[src/rtl/pfgate_pkg.sv]
package pfgate_pkg;

  // Which target a host access resolves to
  typedef enum logic [1:0] {
    TGT_NONE = 2'd0,
    TGT_REG  = 2'd1,
    TGT_RAM  = 2'd2
  } tgt_e;

  localparam int unsigned SYNC_STAGES = 2;

endpackage

[src/rtl/pfgate_sync.sv]
module pfgate_sync #(
  parameter int unsigned STAGES = 2
) (
  input  logic clk,
  input  logic rst_n,
  input  logic din,
  output logic dout
);

  logic [STAGES-1:0] stage_q;
  logic [STAGES-1:0] stage_d;

  always_comb begin
    stage_d = {stage_q[STAGES-2:0], din};
  end

  always_ff @(posedge clk or negedge rst_n) begin
    if (!rst_n) stage_q <= '0;
    else        stage_q <= stage_d;
  end

  assign dout = stage_q[STAGES-1];

endmodule

[src/rtl/pfgate_holdoff.sv]
module pfgate_holdoff #(
  parameter int unsigned HOLD_CYC = 300
) (
  input  logic clk,
  input  logic rst_n,
  input  logic pg_ok,
  output logic protect
);

  localparam int unsigned CNT_W = $clog2(HOLD_CYC + 1);
  localparam logic [CNT_W-1:0] LOAD_VAL = CNT_W'(HOLD_CYC);

  logic [CNT_W-1:0] cnt_q;
  logic [CNT_W-1:0] cnt_d;
  logic             cnt_en;
  logic             busy;

  assign busy = (cnt_q != '0);

  always_comb begin
    cnt_en = !pg_ok || busy;
    if (!pg_ok) cnt_d = LOAD_VAL;
    else        cnt_d = cnt_q - CNT_W'(1);
  end

  always_ff @(posedge clk or negedge rst_n) begin
    if (!rst_n)      cnt_q <= LOAD_VAL;
    else if (cnt_en) cnt_q <= cnt_d;
  end

  assign protect = !pg_ok || busy;

  AST_RELOAD_ON_LOSS: assert property (@(posedge clk) disable iff (!rst_n)
    !pg_ok |=> (cnt_q == LOAD_VAL));

  AST_COUNT_DOWN: assert property (@(posedge clk) disable iff (!rst_n)
    (pg_ok && busy) |=> (cnt_q == $past(cnt_q) - CNT_W'(1)));

  AST_IDLE_HOLDS: assert property (@(posedge clk) disable iff (!rst_n)
    (pg_ok && !busy) |=> !protect || !pg_ok);

endmodule

[src/rtl/pfgate_decode.sv]
module pfgate_decode
  import pfgate_pkg::*;
#(
  parameter int unsigned ADDR_W = 17,
  parameter int unsigned REG_AW = 6
) (
  input  logic [ADDR_W-1:0] addr,
  input  logic              ce_n,
  input  logic              we_n,
  input  logic              oe_n,
  input  logic              protect,
  output logic              reg_cs_n,
  output logic [REG_AW-1:0] reg_idx,
  output logic              reg_wr_n,
  output logic              ram_ce_n,
  output logic              dout_en
);

  logic in_reg_win;
  logic access_ok;
  tgt_e tgt;

  assign in_reg_win = (addr[ADDR_W-1:REG_AW] == '0);
  assign access_ok  = !ce_n && !protect;

  always_comb begin
    if (!access_ok)      tgt = TGT_NONE;
    else if (in_reg_win) tgt = TGT_REG;
    else                 tgt = TGT_RAM;
  end

  assign reg_idx  = addr[REG_AW-1:0];
  assign reg_cs_n = (tgt != TGT_REG);
  assign ram_ce_n = (tgt != TGT_RAM);
  assign reg_wr_n = !((tgt == TGT_REG) && !we_n);
  assign dout_en  = access_ok && !oe_n && we_n;

endmodule

[src/rtl/pf_mem_gate.sv]
module pf_mem_gate
  import pfgate_pkg::*;
#(
  parameter int unsigned ADDR_W  = 17,
  parameter int unsigned REG_AW  = 6,
  parameter int unsigned CLK_KHZ = 250000,
  parameter int unsigned HOLD_MS = 150
) (
  input  logic              clk,
  input  logic              rst_n,
  input  logic [ADDR_W-1:0] addr,
  input  logic              ce_n,
  input  logic              we_n,
  input  logic              oe_n,
  input  logic              pwr_good,
  output logic              reg_cs_n,
  output logic [REG_AW-1:0] reg_idx,
  output logic              reg_wr_n,
  output logic              ram_ce_n,
  output logic              dout_en,
  output logic              pfail
);

  localparam int unsigned HOLD_CYC  = CLK_KHZ * HOLD_MS;
  localparam int unsigned REG_COUNT = 1 << REG_AW;

  logic pg_s;
  logic protect;

  pfgate_sync #(.STAGES(SYNC_STAGES)) u_sync (
    .clk  (clk),
    .rst_n(rst_n),
    .din  (pwr_good),
    .dout (pg_s)
  );

  pfgate_holdoff #(.HOLD_CYC(HOLD_CYC)) u_hold (
    .clk    (clk),
    .rst_n  (rst_n),
    .pg_ok  (pg_s),
    .protect(protect)
  );

  pfgate_decode #(.ADDR_W(ADDR_W), .REG_AW(REG_AW)) u_dec (
    .addr    (addr),
    .ce_n    (ce_n),
    .we_n    (we_n),
    .oe_n    (oe_n),
    .protect (protect),
    .reg_cs_n(reg_cs_n),
    .reg_idx (reg_idx),
    .reg_wr_n(reg_wr_n),
    .ram_ce_n(ram_ce_n),
    .dout_en (dout_en)
  );

  assign pfail = protect;

  AST_PROT_BLOCKS: assert property (@(posedge clk) disable iff (!rst_n)
    pfail |-> (reg_cs_n && ram_ce_n && !dout_en));

  AST_LOSS_PROTECTS: assert property (@(posedge clk) disable iff (!rst_n)
    !pg_s |-> pfail);

  AST_WE_KILLS_OE: assert property (@(posedge clk) disable iff (!rst_n)
    !we_n |-> !dout_en);

  AST_REG_RANGE: assert property (@(posedge clk) disable iff (!rst_n)
    !reg_cs_n |-> (addr < ADDR_W'(REG_COUNT)));

  AST_RAM_RANGE: assert property (@(posedge clk) disable iff (!rst_n)
    !ram_ce_n |-> (addr >= ADDR_W'(REG_COUNT)));

  AST_CE_IDLE: assert property (@(posedge clk) disable iff (!rst_n)
    ce_n |-> (reg_cs_n && ram_ce_n && !dout_en));

  AST_WR_NEEDS_CS: assert property (@(posedge clk) disable iff (!rst_n)
    !reg_wr_n |-> (!reg_cs_n && !we_n));

endmodule

[config.mk]
export PLATFORM = sky130hd
export DESIGN_NAME = pf_mem_gate
export DESIGN_NICKNAME = d
export VERILOG_FILES = /design/src/rtl/pfgate_pkg.sv /design/src/rtl/pfgate_sync.sv /design/src/rtl/pfgate_holdoff.sv /design/src/rtl/pfgate_decode.sv /design/src/rtl/pf_mem_gate.sv
export SDC_FILE = /design/constraint.sdc
export NUM_CORES = 1
export LEC_CHECK = 0
export BUFFER_PORTS_ARGS = -buffer_cell sky130_fd_sc_hd__clkbuf_2
export CAP_MARGIN = 0
export CORE_UTILIZATION = 35
export CTS_CLUSTER_DIAMETER = 80
export DETAILED_ROUTE_END_ITERATION = 16
export PLACE_DENSITY = 0.64
export SLEW_MARGIN = 20
export SYNTH_ARGS = -nofsm -noshare
export SYNTH_HDL_FRONTEND = slang
export SYNTH_SLANG_ARGS = --single-unit
[constraint.sdc]
create_clock -name clk -period 6.2 [get_ports clk]
set_input_delay 1.24 -clock clk [delete_from_list [all_inputs] [get_ports clk]]
set_output_delay 1.24 -clock clk [all_outputs]
set_load 0.02 [all_outputs]
==> impl_metrics.env, run 1 <==
export IMPL_status="completed"
export IMPL_fin_crit_ps=4590
export IMPL_synthArstFlopShare_pct=100
export IMPL_worst_pin_slew_ps=831
export IMPL_antennaDiodeCount=0
export IMPL_core_area_mm2=0.00447
export IMPL_syn_inst=177
export IMPL_die_area_mm2=0.00509
export IMPL_cts_hold_fix_buffers=0
export IMPL_avgViaCountPerCell=5.32
export IMPL_cap_violations=0
export IMPL_htreeDepth=1
export IMPL_fin_crit_sh_pct=74.0
export IMPL_final_hold_violation_count=0
export IMPL_drv_slew=0
export IMPL_relSlewSlack_pct=44.6
export IMPL_core_rowCount=24
export IMPL_cts_repair_resized=0
export IMPL_setup_viol=0
export IMPL_clockRootBuffer="clkbuf_8"
export IMPL_rsz0062_at_grt="false"
export IMPL_numCtsBuffers=3
export IMPL_synth_edf_count=0
export IMPL_power_density_mw_per_mm2=214
export IMPL_vias=1277
export IMPL_grt_start_max_net_pins=31
export IMPL_cp_max_fo=18
export IMPL_gp_congestion=0.772
export IMPL_chipHeight_um=71.4
export IMPL_yosys_area_top_type="dfrtp_1"
export IMPL_power_leakage_nw=0.694
export IMPL_synth_area_top_cells="dfrtp_1 27%, dfstp_2 16%, xnor2_1 3.6%, or4_1 3.6%, buf_4 3.1%"
export IMPL_clkTransAtPathRegs_ps=100
export IMPL_first_pass_iters=4
export IMPL_grt_overflow_total=0
export IMPL_ioPinCount=34
export IMPL_fin_tns_setup_ps=0
export IMPL_yosys_cell_types_count=44
export IMPL_grt_pass1_vias=1246
export IMPL_arrival_ps=3350
export IMPL_clkLatencyLatePin_ps=280
export IMPL_nNetsFinal=213
export IMPL_top_usage_layer="met2"
export IMPL_gr_usage_met3_pct=2.53
export IMPL_ir_worst_vdd_mv=0.130
export IMPL_ant_nets=0
export IMPL_routed_wl_um=3140
export IMPL_drc_errors=0
export IMPL_cts_tree="built"
export IMPL_synthFlopType="dfrtp_1"
export IMPL_antenna_found_initial=0
export IMPL_syn_area_mm2=0.00168
export IMPL_cts_max_path_buffers=2
export IMPL_clock_fmax_mhz=218
export IMPL_hp_class="flip-flop to flip-flop"
export IMPL_netlist_area_leader_share_pct=26.7
export IMPL_wl_per_cell_um=13.1
export IMPL_die_w_um=71.4
export IMPL_crit_path_end_kind="output pin"
export IMPL_cts_setup_buffers=0
export IMPL_clock_skew_ps=5.28
export IMPL_clkSinkCount=28
export IMPL_grt_usage_pct=13.7
export IMPL_start_kind="flip-flop"
export IMPL_worstSetupPathType="flip-flop to output pin"
export IMPL_io_buffers=21
export IMPL_fin_util_pct=41.1
export IMPL_drive_gt1_share_pct=24.5
export IMPL_worstPathRequired_ps=4960
export IMPL_place_hpwl_um=2180
export IMPL_areaGrowthSynthToFinish_pct=9.14
export IMPL_synth_fp_nets=201
export IMPL_synth_seq_area_share_pct=42.3
export IMPL_synth_area_per_cell_um2=9.51
export IMPL_drt_initial_drc_count=60
export IMPL_synth_seq_cells=28
export IMPL_yosysWarningCount=0
export IMPL_dp_cells=236
export IMPL_gr_usage_met1_pct=19.2
export IMPL_initial_utilization_pct=37.6
export IMPL_whs_ps=357
export IMPL_gr_usage_met2_pct=22.1
export IMPL_fin_cells=240
export IMPL_grt_pass1_wl_um=5700
## synth_stat cells (2+ instances only)
| master | instances |
|---|---|
| buf_4 | 7 |
| o31ai_1 | 5 |
| o21a_1 | 3 |
| nand4_1 | 2 |
| o21ai_1 | 3 |
| nand3_1 | 8 |
| or3_1 | 7 |
| o21ai_0 | 6 |
| nor3b_1 | 3 |
| or2_2 | 2 |
| dfrtp_1 | 18 |
| a21boi_0 | 2 |
| nor4_1 | 8 |
| xnor2_1 | 7 |
| dfstp_2 | 10 |
| nor4b_1 | 4 |
| nor2_1 | 12 |
| xor2_1 | 5 |
| clkbuf_1 | 5 |
| or4_1 | 8 |
| nor3_1 | 5 |
| nand2_1 | 11 |
| o211ai_1 | 2 |
| nand2b_1 | 4 |
| inv_1 | 2 |
| nor2b_1 | 3 |
| and2_1 | 8 |
## state kept, by name, indices dropped and copies added (netlist names)
| signal | cells |
|---|---|
| u_hold.cnt_q | 26 |
| u_sync.stage_q | 2 |
## where the power goes
part,internal (mW),leakage (nW),switching [mW]
Clock,0.0865,0.0357,0.0573
Combinational,0.0215,0.312,0.0229
Sequential,0.193,0.347,0.0117
Total,0.301,0.694,0.0919
## per-stage QoR
stage	power (mW)	area [um2]	setup slack (ps)
floorplan	0.244	1680	2890
global placement	0.252	1770	2040
detailed placement	0.253	1770	1930
CTS	0.399	1840	1610
global route	0.414	1840	1250
finish	0.393	1840	1610
## placed cells by master, fill, tap and decap left out, types with 4 or more instances in the layout
cell / n
nand2_1: 11
dfrtp_1: 18
dfstp_2: 10
nand3_1: 8
nor4_1: 8
nor3_1: 5
nor4b_1: 4
xnor2_1: 7
nand2b_1: 4
nor2_1: 12
o21ai_0: 6
clkbuf_2: 21
or4_1: 8
or3_1: 7
o31ai_1: 5
and2_1: 8
xor2_1: 5
## area by class of cell
| cell class | instances | area (um2) |
|---|---|---|
| Tap cell | 52 | 65.1 |
| Fill cell | 458 | 2640 |
| Timing Repair Buffer | 21 | 105 |
| Multi-Input combinational cell | 133 | 876 |
| Clock buffer | 3 | 41.3 |
| Inverter | 2 | 7.51 |
| Sequential cell | 28 | 713 |
| Clock inverter | 1 | 30.0 |
## critical path: stages (launching register included)
cell and delay (ps):
dfrtp_1 440, inv_1 80, ha_1 240, nor4b_1 260
nand4_1 560, nor2_2 760, nand3b_1 220, or3_1 350
clkbuf_2 160
## metal layers
metal	up-vias	routed length, um
li1	658	-
met4	0	29
met2	21	1450
met5	-	0
met3	2	109
met1	596	1540
## path summary, 6_finish.rpt
check | start | to | slack (ps) | cells after the start
max reg2reg | u_hold.cnt_q[0]$_DFFE_PN0P_ | u_hold.cnt_q[19]$_DFFE_PN1P_ | 3380 | 7
min reg2reg | u_sync.stage_q[0]$_DFF_PN0_ | u_sync.stage_q[1]$_DFF_PN0_ | 360 | 0
min in group asynchronous | rst_n | u_hold.cnt_q[4]$_DFFE_PN0P_ | 980 | 1
min | u_sync.stage_q[0]$_DFF_PN0_ | u_sync.stage_q[1]$_DFF_PN0_ | 360 | 0
max | u_hold.cnt_q[0]$_DFFE_PN0P_ | reg_wr_n | 1610 | 8
max in group asynchronous | rst_n | u_hold.cnt_q[23]$_DFFE_PN0P_ | 4780 | 1
## cell families after synthesis
logic type / Yosys count / share of synthesized area [%]
simple gates: 95 / 34.7
fa+ha+maj: 1 / 0.743
compound gates: 23 / 9.06
buf+inv: 16 / 5.65
flops: 28 / 42.3
xor+xnor: 12 / 6.24
mux: 2 / 1.26
Note: power is estimated with default switching activity, not from simulation.
==> run 2, diff against run 1 <==
--- a/config.mk
+++ b/config.mk
@@ -10,7 +10,7 @@
 export CORE_UTILIZATION = 35
 export CTS_CLUSTER_DIAMETER = 80
 export DETAILED_ROUTE_END_ITERATION = 16
-export PLACE_DENSITY = 0.64
+export PLACE_DENSITY = 0.66
 export SLEW_MARGIN = 20
 export SYNTH_ARGS = -nofsm -noshare
 export SYNTH_HDL_FRONTEND = slang
==> constraint.sdc (replaced) <==
create_clock -name clk -period 4.2 [get_ports clk]
set_input_delay 0.84 -clock clk [delete_from_list [all_inputs] [get_ports clk]]
set_output_delay 0.84 -clock clk [all_outputs]
set_load 0.02 [all_outputs]
==> run 2 against run 1 <==
Design area is 0.75% higher; routed wire length is 7.7% higher; critical path depth stayed put; non-clock buffer count is 4 higher; combinational power is 57% higher; count of clock-buffer cells in the layout is 1 higher; sequential cell count stayed put; sequential power is 47% higher; worst hold slack better by 2.1 ps; worst setup slack worse by 570 ps.
==> impl_metrics.env, run 2 (synthesis gave the netlist of run 1 again) <==
export IMPL_status="completed"
export IMPL_grt_pass1_vias=1235
export IMPL_fin_util_pct=41.4
export IMPL_areaGrowthSynthToFinish_pct=9.96
export IMPL_grt_overflow_total=0
export IMPL_gp_congestion=0.814
export IMPL_worstSetupPathType="flip-flop to output pin"
export IMPL_fin_tns_setup_ps=0
export IMPL_numCtsBuffers=3
export IMPL_dp_cells=240
export IMPL_cts_repair_resized=0
export IMPL_drc_errors=0
export IMPL_clkLatencyLatePin_ps=280
export IMPL_seq_area_um2=713
export IMPL_drive_gt1_share_pct=26.0
export IMPL_clock_fmax_mhz=317
export IMPL_rsz0062_at_grt="false"
export IMPL_pre_cts_slack_ps=1400
export IMPL_antenna_found_initial=0
export IMPL_io_buffers=21
export IMPL_arrival_ps=2320
export IMPL_hp_class="flip-flop to flip-flop"
export IMPL_clockRootBuffer="clkbuf_8"
export IMPL_htreeDepth=1
export IMPL_routed_wl_um=3380
export IMPL_layout_common_cells="21 x clkbuf_2, 18 x dfrtp_1, 12 x nor2_1, 11 x nand2_1, 10 x dfstp_2"
export IMPL_final_hold_violation_count=0
export IMPL_place_hpwl_um=2320
export IMPL_setup_viol=0
export IMPL_clkTransAtPathRegs_ps=100
export IMPL_die_area_mm2=0.00509
export IMPL_grt_usage_pct=14.7
export IMPL_power_density_mw_per_mm2=293
export IMPL_clock_skew_ps=3.59
export IMPL_fin_cells=244
export IMPL_top_usage_layer="met2"
export IMPL_drt_initial_drc_count=54
export IMPL_nNetsFinal=217
export IMPL_cts_setup_buffers=0
export IMPL_die_w_um=71.4
export IMPL_vias=1309
export IMPL_initial_utilization_pct=37.6
export IMPL_cts_max_path_buffers=2
export IMPL_multi_input_area_um2=876
export IMPL_avgViaCountPerCell=5.36
export IMPL_grt_start_max_net_pins=30
export IMPL_crit_path_end_kind="output pin"
export IMPL_fin_crit_sh_pct=75.1
export IMPL_ant_nets=0
export IMPL_grt_pass1_wl_um=5870
export IMPL_gr_usage_met3_pct=1.69
export IMPL_antennaDiodeCount=0
export IMPL_core_rowCount=24
export IMPL_gr_usage_met1_pct=20.3
export IMPL_top_regs="u_hold.cnt_q (26), u_sync.stage_q (2)"
export IMPL_chipHeight_um=71.4
export IMPL_cts_tree="built"
export IMPL_cts_hold_fix_buffers=0
export IMPL_final_common_cell="clkbuf_2"
export IMPL_n_fill_cell=435
export IMPL_ir_worst_vdd_mv=0.190
export IMPL_fin_crit_ps=3160
export IMPL_regMostFlops="u_hold.cnt_q"
export IMPL_wl_per_cell_um=13.8
export IMPL_largest_reg_flops=26
export IMPL_start_kind="flip-flop"
export IMPL_power_leakage_nw=0.706
export IMPL_core_area_mm2=0.00447
export IMPL_drv_slew=0
export IMPL_cp_max_fo=6
export IMPL_gr_usage_met2_pct=23.0
export IMPL_clkSinkCount=28
export IMPL_worst_pin_slew_ps=690
export IMPL_first_pass_iters=4
export IMPL_fin_ws_ps=1040
export IMPL_relSlewSlack_pct=54.0
export IMPL_cap_violations=0
export IMPL_worstPathRequired_ps=3360
export IMPL_ioPinCount=34
==> run 2: cell types whose count changed in the layout (fill, tap and decap cells not counted), sizes merged <==
| cell | previous run | this run |
|---|---|---|
| clkbuf | 24 | 25 |
| buf | 0 | 4 |
| bufinv | 1 | 0 |
==> run 2: critical path: stages (launching register included) <==
cell      delay (ps)
dfrtp_1          440
inv_1             80
ha_1             250
nor4b_1          300
nand4_1          200
nor2_2           140
nand3b_1         120
or3_1            320
clkbuf_2         170
==> run 2: cell type report <==
| type | instances | area share (%) |
|---|---|---|
| Clock buffer | 4 | 2.97 |
| Timing Repair Buffer | 25 | 7.30 |
| Multi-Input combinational cell | 133 | 47.3 |
| Sequential cell | 28 | 38.5 |
| Tap cell | 52 | 3.51 |
| Inverter | 2 | 0.405 |
==> run 2: path summary, 6_finish.rpt <==
path | from | slack [ps] | cells past startpoint | endpoint
worst max-delay path | u_hold.cnt_q[0]$_DFFE_PN0P_ | 1040 | 8 | reg_wr_n
worst min-delay path | u_sync.stage_q[0]$_DFF_PN0_ | 360 | 0 | u_sync.stage_q[1]$_DFF_PN0_
worst max register to register | u_hold.cnt_q[0]$_DFFE_PN0P_ | 1970 | 8 | u_hold.cnt_q[22]$_DFFE_PN0P_
worst min register to register | u_sync.stage_q[0]$_DFF_PN0_ | 360 | 0 | u_sync.stage_q[1]$_DFF_PN0_
max in group asynchronous | rst_n | 3180 | 1 | u_sync.stage_q[1]$_DFF_PN0_
min in group asynchronous | rst_n | 580 | 1 | u_hold.cnt_q[7]$_DFFE_PN0P_
==> run 2: where the power goes <==
group	total (mW)	internal [mW]	leakage, nW	switching (mW)
Clock	0.173	0.0843	0.0288	0.0889
Sequential	0.299	0.285	0.347	0.0144
Combinational	0.0699	0.0323	0.330	0.0376
==> run 2: per-layer routing <==
| layer | part of all wire [%] | vias to the layer above |
|---|---|---|
| met5 | 0 | - |
| li1 | - | 668 |
| met1 | 50 | 626 |
| met4 | 2.2 | 0 |
| met2 | 46 | 10 |
| met3 | 1.7 | 5 |
==> run 2: per-stage QoR <==
stage / hold WS [ps] / power [mW] / instance area, um2
3_3_place_gp: 339 / 0.373 / 1800
2_1_floorplan: 331 / 0.360 / 1680
4_1_cts: 362 / 0.549 / 1850
6_report: 359 / 0.542 / 1850
5_1_grt: 376 / 0.575 / 1850
3_5_place_dp: 339 / 0.374 / 1800
==> run 3, diff against run 2 <==
==> constraint.sdc (replaced) <==
create_clock -name clk -period 2.8 [get_ports clk]
set_input_delay 0.56 -clock clk [delete_from_list [all_inputs] [get_ports clk]]
set_output_delay 0.56 -clock clk [all_outputs]
set_load 0.02 [all_outputs]
==> run 3 against run 2 <==
Clock power increased by 26%; routed wire length decreased by 3.7%; utilization increased by 0.53 points; sequential share of layout area decreased by 0.49 points; sequential cell count unchanged; total power increased by 45%; worst hold slack got worse by 51 ps; via count increased by 1.1%; sequential power increased by 51%; combinational power increased by 66%; count of clock-buffer cells in the layout decreased by 1; largest cell class unchanged.
==> impl_metrics.env, run 3 (synthesis gave the netlist of run 1 again) <==
export IMPL_status="completed"
export IMPL_clkSinkCount=28
export IMPL_power_leakage_nw=0.721
export IMPL_worst_pin_slew_ps=682
export IMPL_areaGrowthSynthToFinish_pct=11.4
export IMPL_layout_common_cells="21 x clkbuf_2, 18 x dfrtp_1, 12 x nor2_1, 11 x nand2_1, 10 x dfstp_2"
export IMPL_clock_fmax_mhz=383
export IMPL_grt_pass1_wl_um=5930
export IMPL_die_w_um=71.4
export IMPL_fin_cells=246
export IMPL_gp_congestion=0.798
export IMPL_cp_slowest_cell="dfrtp_1"
export IMPL_grt_start_max_net_pins=29
export IMPL_hp_class="input port to asynchronous set/reset pin"
export IMPL_rr_worst_depth=5
export IMPL_regMostFlops="u_hold.cnt_q"
export IMPL_worstSetupPathDepth=8
export IMPL_power_density_mw_per_mm2=418
export IMPL_ioPinCount=34
export IMPL_fin_crit_sh_pct=93.2
export IMPL_core_area_mm2=0.00447
export IMPL_first_pass_iters=3
export IMPL_numCtsBuffers=3
export IMPL_grt_overflow_total=0
export IMPL_multi_input_area_um2=891
export IMPL_drv_slew=0
export IMPL_cp_max_fo=4
export IMPL_avgViaCountPerCell=5.38
export IMPL_fin_crit_ps=2610
export IMPL_io_buffers=21
export IMPL_cts_max_path_buffers=2
export IMPL_largest_reg_flops=26
export IMPL_cts_tree="built"
export IMPL_start_kind="flip-flop"
export IMPL_clkLatencyLatePin_ps=270
export IMPL_grt_pass1_vias=1296
export IMPL_routed_wl_um=3250
export IMPL_cp_slowest_stage_delay_ps=380
export IMPL_r2r_setup_slack_ps=650
export IMPL_crit_buf_inv=2
export IMPL_fin_util_pct=41.9
export IMPL_drc_errors=0
export IMPL_worstPathRequired_ps=2240
export IMPL_nNetsFinal=220
export IMPL_cp_cell_sequence="inv_1, ha_1, nor4b_4, nand4_1, nor2_2, nand3b_1, or3_1, clkbuf_2"
export IMPL_seq_area_um2=713
export IMPL_vias=1324
export IMPL_crit_path_end_kind="output pin"
export IMPL_clkTransAtPathRegs_ps=90
export IMPL_antennaDiodeCount=0
export IMPL_top_regs="u_hold.cnt_q (26), u_sync.stage_q (2)"
export IMPL_wl_per_cell_um=13.2
export IMPL_htreeDepth=1
export IMPL_cp_top_family="simple AND/OR/NAND/NOR gates"
export IMPL_ir_worst_vdd_mv=0.255
export IMPL_chipHeight_um=71.4
export IMPL_final_common_cell="clkbuf_2"
export IMPL_antenna_found_initial=0
export IMPL_arrival_ps=2050
export IMPL_initial_utilization_pct=37.6
export IMPL_ant_nets=0
export IMPL_relSlewSlack_pct=54.6
export IMPL_worstSetupPathType="flip-flop to output pin"
export IMPL_core_rowCount=24
export IMPL_grt_usage_pct=14.5
export IMPL_place_hpwl_um=2260
export IMPL_r2r_end="u_hold.cnt_q[15]$_DFFE_PN0P_"
export IMPL_clock_skew_ps=2.22
export IMPL_final_hold_violation_count=0
export IMPL_cap_violations=0
export IMPL_die_area_mm2=0.00509
export IMPL_drt_initial_drc_count=41
export IMPL_setup_viol=0
export IMPL_clockRootBuffer="clkbuf_8"
export IMPL_n_fill_cell=434
export IMPL_dp_cells=241
export IMPL_drive_gt1_share_pct=27.3
export IMPL_r2r_start="u_hold.cnt_q[2]$_DFFE_PN0P_"
==> run 3: worst register-to-register path: cells and delay by family (launching register included) <==
family | cells | cell delay (ps)
AND/OR/NAND/NOR | 4 | 1450
AO/OA/AOI/OAI | 1 | 170
flip-flops | 1 | 460
==> run 3: cell type report <==
class,count,share of cell area (%)
clock buffer,3,2.20
sequential,28,38.0
tap,52,3.47
multi-input combinational,133,47.5
timing repair buffer,28,8.41
inverter,2,0.400
==> run 3: report_power, final <==
part | total [mW] | internal (mW) | leakage [nW] | switching [mW]
logic | 0.116 | 0.0575 | 0.353 | 0.0582
clock network | 0.218 | 0.0967 | 0.0216 | 0.121
registers | 0.451 | 0.427 | 0.347 | 0.0243
==> run 3: metal layers <==
metal  part of all wire [%]  track usage (%)  vias to the layer above
met3                    1.1             1.27                        5
li1                       -                -                      669
met4                    1.7             6.00                        0
met1                     50             19.7                      644
met5                      0                0                        -
met2                     48             24.0                        6
==> run 3: worst max-delay path by stage <==
stage                                           start        to  slack (ps)
after floorplan           u_hold.cnt_q[0]$_DFFE_PN0P_   dout_en         170
after CTS                 u_hold.cnt_q[0]$_DFFE_PN0P_  reg_wr_n         120
after global placement    u_hold.cnt_q[0]$_DFFE_PN0P_  reg_wr_n         480
after global routing      u_hold.cnt_q[1]$_DFFE_PN0P_  reg_wr_n          -8
final                     u_hold.cnt_q[1]$_DFFE_PN0P_  reg_wr_n         190
after detailed placement  u_hold.cnt_q[0]$_DFFE_PN0P_  reg_wr_n         440
==> run 3: repair_timing <==
action | in CTS | in global routing
setup endpoints to repair | 0 | 3
resized for setup | 0 | 2
setup buffers | 0 | 2
hold buffers | 0 | 0
==> run 3: metrics by stage <==
stage	setup TNS (ps)	hold slack (ps)	power, mW	setup WS [ps]	cell area (um2)
floorplan	0	264	0.540	175	1680
global placement	0	333	0.563	480	1800
detailed placement	0	335	0.564	439	1800
CTS	0	340	0.785	122	1850
global route	-8.29	360	0.834	-8.29	1880
finish	0	308	0.785	190	1880
